## config.mk

```make
export PLATFORM = sky130hd
export DESIGN_NAME = adc_wake_ctrl
export DESIGN_NICKNAME = d
export VERILOG_FILES = /design/src/rtl/adc_wake_pkg.sv /design/src/rtl/adc_wake_pending.sv /design/src/rtl/adc_wake_arbiter.sv /design/src/rtl/adc_wake_fsm.sv /design/src/rtl/adc_wake_ctrl.sv
export SDC_FILE = /design/constraint.sdc
export NUM_CORES = 1
export LEC_CHECK = 0
export ABC_AREA = 1
export ABC_CLOCK_PERIOD_IN_PS = 1950
export BUFFER_PORTS_ARGS = -buffer_cell sky130_fd_sc_hd__buf_4
export CAP_MARGIN = 10
export CORE_MARGIN = 4
export CORE_UTILIZATION = 34
export CTS_CLUSTER_SIZE = 10
export DETAILED_ROUTE_END_ITERATION = 6
export HOLD_SLACK_MARGIN = 0.03
export PLACE_DENSITY = 0.62
export SETUP_SLACK_MARGIN = 0.1
export SLEW_MARGIN = 30
export SYNTH_ARGS = -nofsm -noshare
export SYNTH_HDL_FRONTEND = slang
export SYNTH_SLANG_ARGS = --single-unit
```

## constraint.sdc

```tcl
create_clock -name clk -period 1.95 [get_ports clk]
set_input_delay 0.2925 -clock clk [delete_from_list [all_inputs] [get_ports clk]]
set_output_delay 0.2925 -clock clk [all_outputs]
set_load 0.05 [all_outputs]
```

## src/rtl/adc_wake_pkg.sv

```systemverilog
// Shared types for the converter wake controller.
package adc_wake_pkg;

    // Power and activity states of the analog front end.
    typedef enum logic [2:0] {
        PS_OFF   = 3'd0,  // controller disabled, analog powered down
        PS_SLEEP = 3'd1,  // idle power-down, waiting for a request
        PS_WAKE  = 3'd2,  // analog powered, wake-up wait running
        PS_READY = 3'd3,  // analog powered, no acquisition running
        PS_ACQ   = 3'd4   // one acquisition in progress
    } pwr_state_t;

endpackage

```

## src/rtl/adc_wake_pending.sv

```systemverilog
// Sticky pending-request register.
// Each request bit is set by a pulse on the request vector and stays set
// until the same bit is presented on the clear mask. Everything is
// discarded while the controller is not running.
// Assumes: clear mask is one-hot or zero.
module adc_wake_pending #(
    parameter int N_TRIG = 4
) (
    input  logic              clk,
    input  logic              rst_n,
    input  logic              run,
    input  logic [N_TRIG-1:0] set_vec,
    input  logic [N_TRIG-1:0] clr_vec,
    output logic [N_TRIG-1:0] pend,
    output logic              pend_any
);

    logic [N_TRIG-1:0] pend_q;
    logic [N_TRIG-1:0] pend_d;

    // Next pending set: keep ungranted bits, add new requests, flush when stopped.
    always_comb begin
        if (run) begin
            pend_d = (pend_q & ~clr_vec) | set_vec;
        end else begin
            pend_d = '0;
        end
    end

    // Hold the pending set across cycles.
    always_ff @(posedge clk) begin
        if (!rst_n) begin
            pend_q <= '0;
        end else begin
            pend_q <= pend_d;
        end
    end

    assign pend     = pend_q;
    assign pend_any = |pend_q;

endmodule

```

## src/rtl/adc_wake_arbiter.sv

```systemverilog
// Fixed-priority arbiter, lowest index wins.
// Produces a one-hot grant and its binary index from a request vector.
// Purely combinational; the caller registers whatever it needs.
// Assumes: N_TRIG >= 2.
module adc_wake_arbiter #(
    parameter int N_TRIG = 4,
    localparam int IDX_W = $clog2(N_TRIG)
) (
    input  logic [N_TRIG-1:0] req,
    output logic [N_TRIG-1:0] win_oh,
    output logic [IDX_W-1:0]  win_idx
);

    // blocked[i] is high when any lower index is requesting.
    logic [N_TRIG:0] blocked;

    assign blocked[0] = 1'b0;

    genvar g;
    generate
        for (g = 0; g < N_TRIG; g++) begin : g_prio
            assign blocked[g+1] = blocked[g] | req[g];
            assign win_oh[g]    = req[g] & ~blocked[g];
        end
    endgenerate

    // Encode the one-hot winner as a binary index.
    always_comb begin
        win_idx = '0;
        for (int i = 0; i < N_TRIG; i++) begin
            if (win_oh[i]) begin
                win_idx = win_idx | IDX_W'(i);
            end
        end
    end

endmodule

```

## src/rtl/adc_wake_fsm.sv

```systemverilog
// Power-state sequencer for the converter analog.
// Steps between disabled, idle power-down, wake-up wait, ready and
// acquiring. It issues a grant whenever it is ready or an acquisition
// finishes and requests are pending. The wait length is sampled when
// the wait starts.
// Assumes: pend_any reflects registered pending state.
module adc_wake_fsm #(
    parameter int DLY_W = 8
) (
    input  logic             clk,
    input  logic             rst_n,
    input  logic             run,
    input  logic             idle_pd_en,
    input  logic [DLY_W-1:0] wake_dly,
    input  logic             pend_any,
    input  logic             acq_done,
    output logic             issue,
    output logic             ana_pd,
    output logic             wake_busy
);

    import adc_wake_pkg::*;

    pwr_state_t       st_q;
    pwr_state_t       st_d;
    logic [DLY_W-1:0] cnt_q;
    logic [DLY_W-1:0] cnt_d;

    // Next state, wait counter and grant request.
    always_comb begin
        st_d  = st_q;
        cnt_d = cnt_q;
        issue = 1'b0;
        if (!run) begin
            st_d = PS_OFF;
        end else begin
            case (st_q)
                PS_OFF: begin
                    if (idle_pd_en) begin
                        st_d = PS_SLEEP;
                    end else if (wake_dly == '0) begin
                        st_d = PS_READY;
                    end else begin
                        st_d  = PS_WAKE;
                        cnt_d = wake_dly - 1'b1;
                    end
                end
                PS_SLEEP: begin
                    if (pend_any) begin
                        if (wake_dly == '0) begin
                            st_d = PS_READY;
                        end else begin
                            st_d  = PS_WAKE;
                            cnt_d = wake_dly - 1'b1;
                        end
                    end
                end
                PS_WAKE: begin
                    if (cnt_q == '0) begin
                        st_d = PS_READY;
                    end else begin
                        cnt_d = cnt_q - 1'b1;
                    end
                end
                PS_READY: begin
                    if (pend_any) begin
                        issue = 1'b1;
                        st_d  = PS_ACQ;
                    end else if (idle_pd_en) begin
                        st_d = PS_SLEEP;
                    end
                end
                PS_ACQ: begin
                    if (acq_done) begin
                        if (pend_any) begin
                            issue = 1'b1;
                        end else if (idle_pd_en) begin
                            st_d = PS_SLEEP;
                        end else begin
                            st_d = PS_READY;
                        end
                    end
                end
                default: st_d = PS_OFF;
            endcase
        end
    end

    // State and counter registers.
    always_ff @(posedge clk) begin
        if (!rst_n) begin
            st_q  <= PS_OFF;
            cnt_q <= '0;
        end else begin
            st_q  <= st_d;
            cnt_q <= cnt_d;
        end
    end

    assign ana_pd    = (st_q == PS_OFF) || (st_q == PS_SLEEP);
    assign wake_busy = (st_q == PS_WAKE);

endmodule

```

## src/rtl/adc_wake_ctrl.sv

```systemverilog
// Converter idle power-down and wake controller, top level.
// Combines the enable gating, the sticky pending register, the
// fixed-priority arbiter and the power sequencer. It registers the start
// pulse and the granted index.
// Assumes: request bits are pulses; acq_done arrives only while an
// acquisition runs.
module adc_wake_ctrl #(
    parameter int N_TRIG = 4,
    parameter int DLY_W  = 8,
    localparam int IDX_W = $clog2(N_TRIG)
) (
    input  logic              clk,
    input  logic              rst_n,
    input  logic              glb_en,
    input  logic              conv_en,
    input  logic              mux_en,
    input  logic              idle_pd_en,
    input  logic [DLY_W-1:0]  wake_dly,
    input  logic [N_TRIG-1:0] trig_req,
    input  logic              acq_done,
    output logic              ana_pd,
    output logic              mux_pd,
    output logic              wake_busy,
    output logic [IDX_W-1:0]  grant_idx,
    output logic              acq_start
);

    logic              run;
    logic [N_TRIG-1:0] pend;
    logic              pend_any;
    logic [N_TRIG-1:0] win_oh;
    logic [IDX_W-1:0]  win_idx;
    logic              issue;
    logic [N_TRIG-1:0] clr_vec;
    logic              start_q;
    logic [IDX_W-1:0]  grant_q;

    // Local enables only count while the global enable is set.
    assign run    = glb_en & conv_en;
    assign mux_pd = ~(glb_en & mux_en);

    assign clr_vec = issue ? win_oh : '0;

    adc_wake_pending #(.N_TRIG(N_TRIG)) u_pend (
        .clk      (clk),
        .rst_n    (rst_n),
        .run      (run),
        .set_vec  (trig_req),
        .clr_vec  (clr_vec),
        .pend     (pend),
        .pend_any (pend_any)
    );

    adc_wake_arbiter #(.N_TRIG(N_TRIG)) u_arb (
        .req     (pend),
        .win_oh  (win_oh),
        .win_idx (win_idx)
    );

    adc_wake_fsm #(.DLY_W(DLY_W)) u_fsm (
        .clk        (clk),
        .rst_n      (rst_n),
        .run        (run),
        .idle_pd_en (idle_pd_en),
        .wake_dly   (wake_dly),
        .pend_any   (pend_any),
        .acq_done   (acq_done),
        .issue      (issue),
        .ana_pd     (ana_pd),
        .wake_busy  (wake_busy)
    );

    // Register the start pulse and latch the winner on each grant.
    always_ff @(posedge clk) begin
        if (!rst_n) begin
            start_q <= 1'b0;
            grant_q <= '0;
        end else begin
            start_q <= issue;
            if (issue) begin
                grant_q <= win_idx;
            end
        end
    end

    assign acq_start = start_q;
    assign grant_idx = grant_q;

endmodule

```

==> impl_metrics.py <==
metrics = {
    "outcome": {
        "outcome": "completed",
    },
    "yosys": {
        "syn_inst": 219,
        "synth_top_cell_by_area": "dfxtp_1",
        "synth_cell_types": 25,
        "synth-seq-area-share_pct": 26.7,
        "synth_edf_count": 0,
        "syn_avg_cell_area_um2": 6.17,
        "synth_area_mm2": 0.00135,
        "synth_most_common_cell": "nand2_1",
        "synth_seq_cells": 18,
        "ys_top_cells_by_count": "nand2_1, nor2_1, inv_1",
        "synth_warnings": 0,
        "synthFlopType": "dfxtp_1",
        "postSynth.asyncResetShare_pct": 0,
        "synth.area.top_cells": "dfxtp_1, nand2_1, nor2_1",
        "synthesis.nets": 239,
        "synth_top_area_share_pct": 26.7,
    },
    "routing": {
        "drcViolationCount": 0,
        "dr.pass1.iters": 4,
        "antenna_left": 0,
        "drt_iter0_markers": 98,
        "avgRoutedWirePerCell_um": 9.73,
        "avgViaCountPerCell": 4.46,
        "finalWirelength_um": 2900,
        "via_count": 1330,
    },
    "placed_design": {
        "io_buffers": 24,
        "gp_congestion": 0.860,
        "dp_hpwl_um": 2370,
    },
    "sta": {
        "fin_tns_setup_ns": 0,
        "post-route-period-util_pct": 85.6,
        "final_max_slew_viol_count": 0,
        "finalHoldViolations": 0,
        "grt_setup_unrepaired": "no",
        "fin_crit_ns": 1.67,
        "finalClockSkew_ns": 0.00168,
        "fmax_mhz": 599,
        "setup_viol": 0,
        "worstMarginPinSlew_ns": 0.229,
        "max-slew-margin-rel_pct": 84.6,
    },
    "floorplan": {
        "fp.dieH_um": 71.0,
        "io_pins": 25,
        "die_x_um": 71.0,
        "die_area_mm2": 0.00505,
        "core_area_mm2": 0.00374,
        "initial_utilization_pct": 36.1,
        "num_rows": 22,
    },
    "critical_path": {
        "cp_max_fo": 8,
        "endpoint_kind": "flip-flop",
        "worstSetupStartpointType": "flip-flop",
        "crit_type": "flip-flop to flip-flop",
        "required_ns": 2.10,
        "cp_data_arrival_time_ns": 1.82,
    },
    "layout": {
        "syn_to_final_growth_pct": 22.6,
        "finish.utilization_pct": 44.3,
        "multi_input_area_um2": 826,
        "nFillCells": 423,
        "layout-drive-gt1-share_pct": 24.0,
        "nets": 271,
        "regArea_um2": 360,
        "diodes": 0,
    },
    "power": {
        "power.leakage_uw": 0.000841,
        "peakVddDrop_v": 0.000331,
        "cellPowerDensity_mw_per_mm2": 550,
    },
    "cts": {
        "clockRootBuffer": "clkbuf_8",
        "clock-sinks": 18,
        "cts_tree": "yes",
        "cts_buffers": 3,
        "cts.clk_slew.worst_paths_ns": 0.07,
        "htree_levels": 1,
        "cts_buffer_depth": 2,
        "insertion_delay_ns": 0.25,
    },
    "grt": {
        "grtUsageTotal_pct": 11.9,
        "met2_usage_pct": 18.8,
        "grt_use_met3_pct": 1.85,
        "busiest_layer": "met2",
        "grt_pass1_vias": 1218,
        "grt_pass1_wl_um": 5050,
        "grt_max_degree": 18,
        "antenna_found_initial": 0,
        "overflow": 0,
        "use_met1_pct": 16.7,
    },
    "hold_path": {
        "holdCritPathClass": "input pin to flip-flop",
    },
    "flow_run": {
        "cap_violations": 0,
    },
}
-- state kept, by name, summed over array words and instances (netlist names) --
register and cells:
grant_idx 2, acq_start 1, u_fsm.st_q 3, u_pend.pend 4, u_fsm.cnt_q 8
-- layout by cell type, fill, tap and decap left out, types with 2 or more instances in the layout --
cell and count:
nand2_1 51, nor2_1 39, inv_1 33, buf_4 28
nand3_1 21, dfxtp_1 18, a21oi_1 12, nand2_2 8
nor2_2 4, o21ai_0 4, o21bai_1 4, clkbuf_8 4
inv_2 3, nor2_4 3, nand2_4 3, o21ai_4 2
o211ai_1 2, nor3_1 2, nand3_2 2
-- what timing repair did --
| item | in CTS | in global routing |
|---|---|---|
| setup buffers | 0 | 4 |
| resized for setup | 0 | 0 |
| endpoints found under the setup margin | 0 | 1 |
| hold buffers | 0 | 0 |
-- cell type report --
| type | count | area share [%] |
|---|---|---|
| flip-flops and latches | 18 | 21.8 |
| repair buffers | 28 | 12.7 |
| multi-input cells | 162 | 49.8 |
| clock buffers | 4 | 3.32 |
| well taps | 48 | 3.63 |
| inverters | 38 | 8.76 |
-- per-layer routing --
metal	part of all wire [%]	routed length, um	vias up
met5	0	0	-
met3	4.0	117	4
met1	52	1500	560
li1	-	-	744
met2	43	1260	22
met4	0.93	27	0
-- report_power, final --
group	total (uW)	switching [uW]	internal, uW
combinational	223	133	89.7
clock	295	116	179
sequential	394	11.1	382
-- metrics by stage --
step | setup WS (ns) | cell area [um2] | hold slack [ns] | std cells | power [uW]
after CTS | 0.260 | 1630 | 0.242 | 294 | 924
after global placement | 0.284 | 1570 | 0.467 | 290 | 623
after detailed placement | 0.276 | 1570 | 0.461 | 290 | 620
after floorplan | 0.332 | 1350 | 0.410 | 219 | 557
final | 0.282 | 1660 | 0.247 | 298 | 912
after global routing | 0.105 | 1660 | 0.246 | 298 | 973
-- worst max-delay path, cell delays in order, from the launching register on --
cell	delay, ns
dfxtp_1	0.40
inv_2	0.08
nor2_4	0.16
nand3_1	0.14
nand2_4	0.11
ha_1	0.18
inv_1	0.06
nor2_2	0.12
nand3_1	0.09
nand2_1	0.07
inv_1	0.04
nor2_1	0.08
nor2_1	0.04
-- cells by family after synthesis --
family / after synthesis / synth area share (%)
AO/OA/AOI/OAI: 26 / 12.7
XOR/XNOR: 1 / 0.648
adder cells (fa/ha/maj): 1 / 0.926
buffers and inverters: 39 / 12.2
flip-flops: 18 / 26.7
AND/OR/NAND/NOR: 134 / 46.9
-- path summary, 6_finish.rpt --
| check | start | end | slack (ns) | cells after the start |
|---|---|---|---|---|
| hold reg to reg | grant_idx[0] | grant_idx[0] | 0.48 | 2 |
| hold / removal | trig_req[0] | u_pend.pend[0] | 0.25 | 3 |
| setup reg to reg | u_fsm.st_q[1] | u_fsm.cnt_q[6] | 0.28 | 12 |
| setup / recovery | u_fsm.st_q[1] | u_fsm.cnt_q[6] | 0.28 | 12 |
No activity file was read; power rests on OpenSTA's default activity.
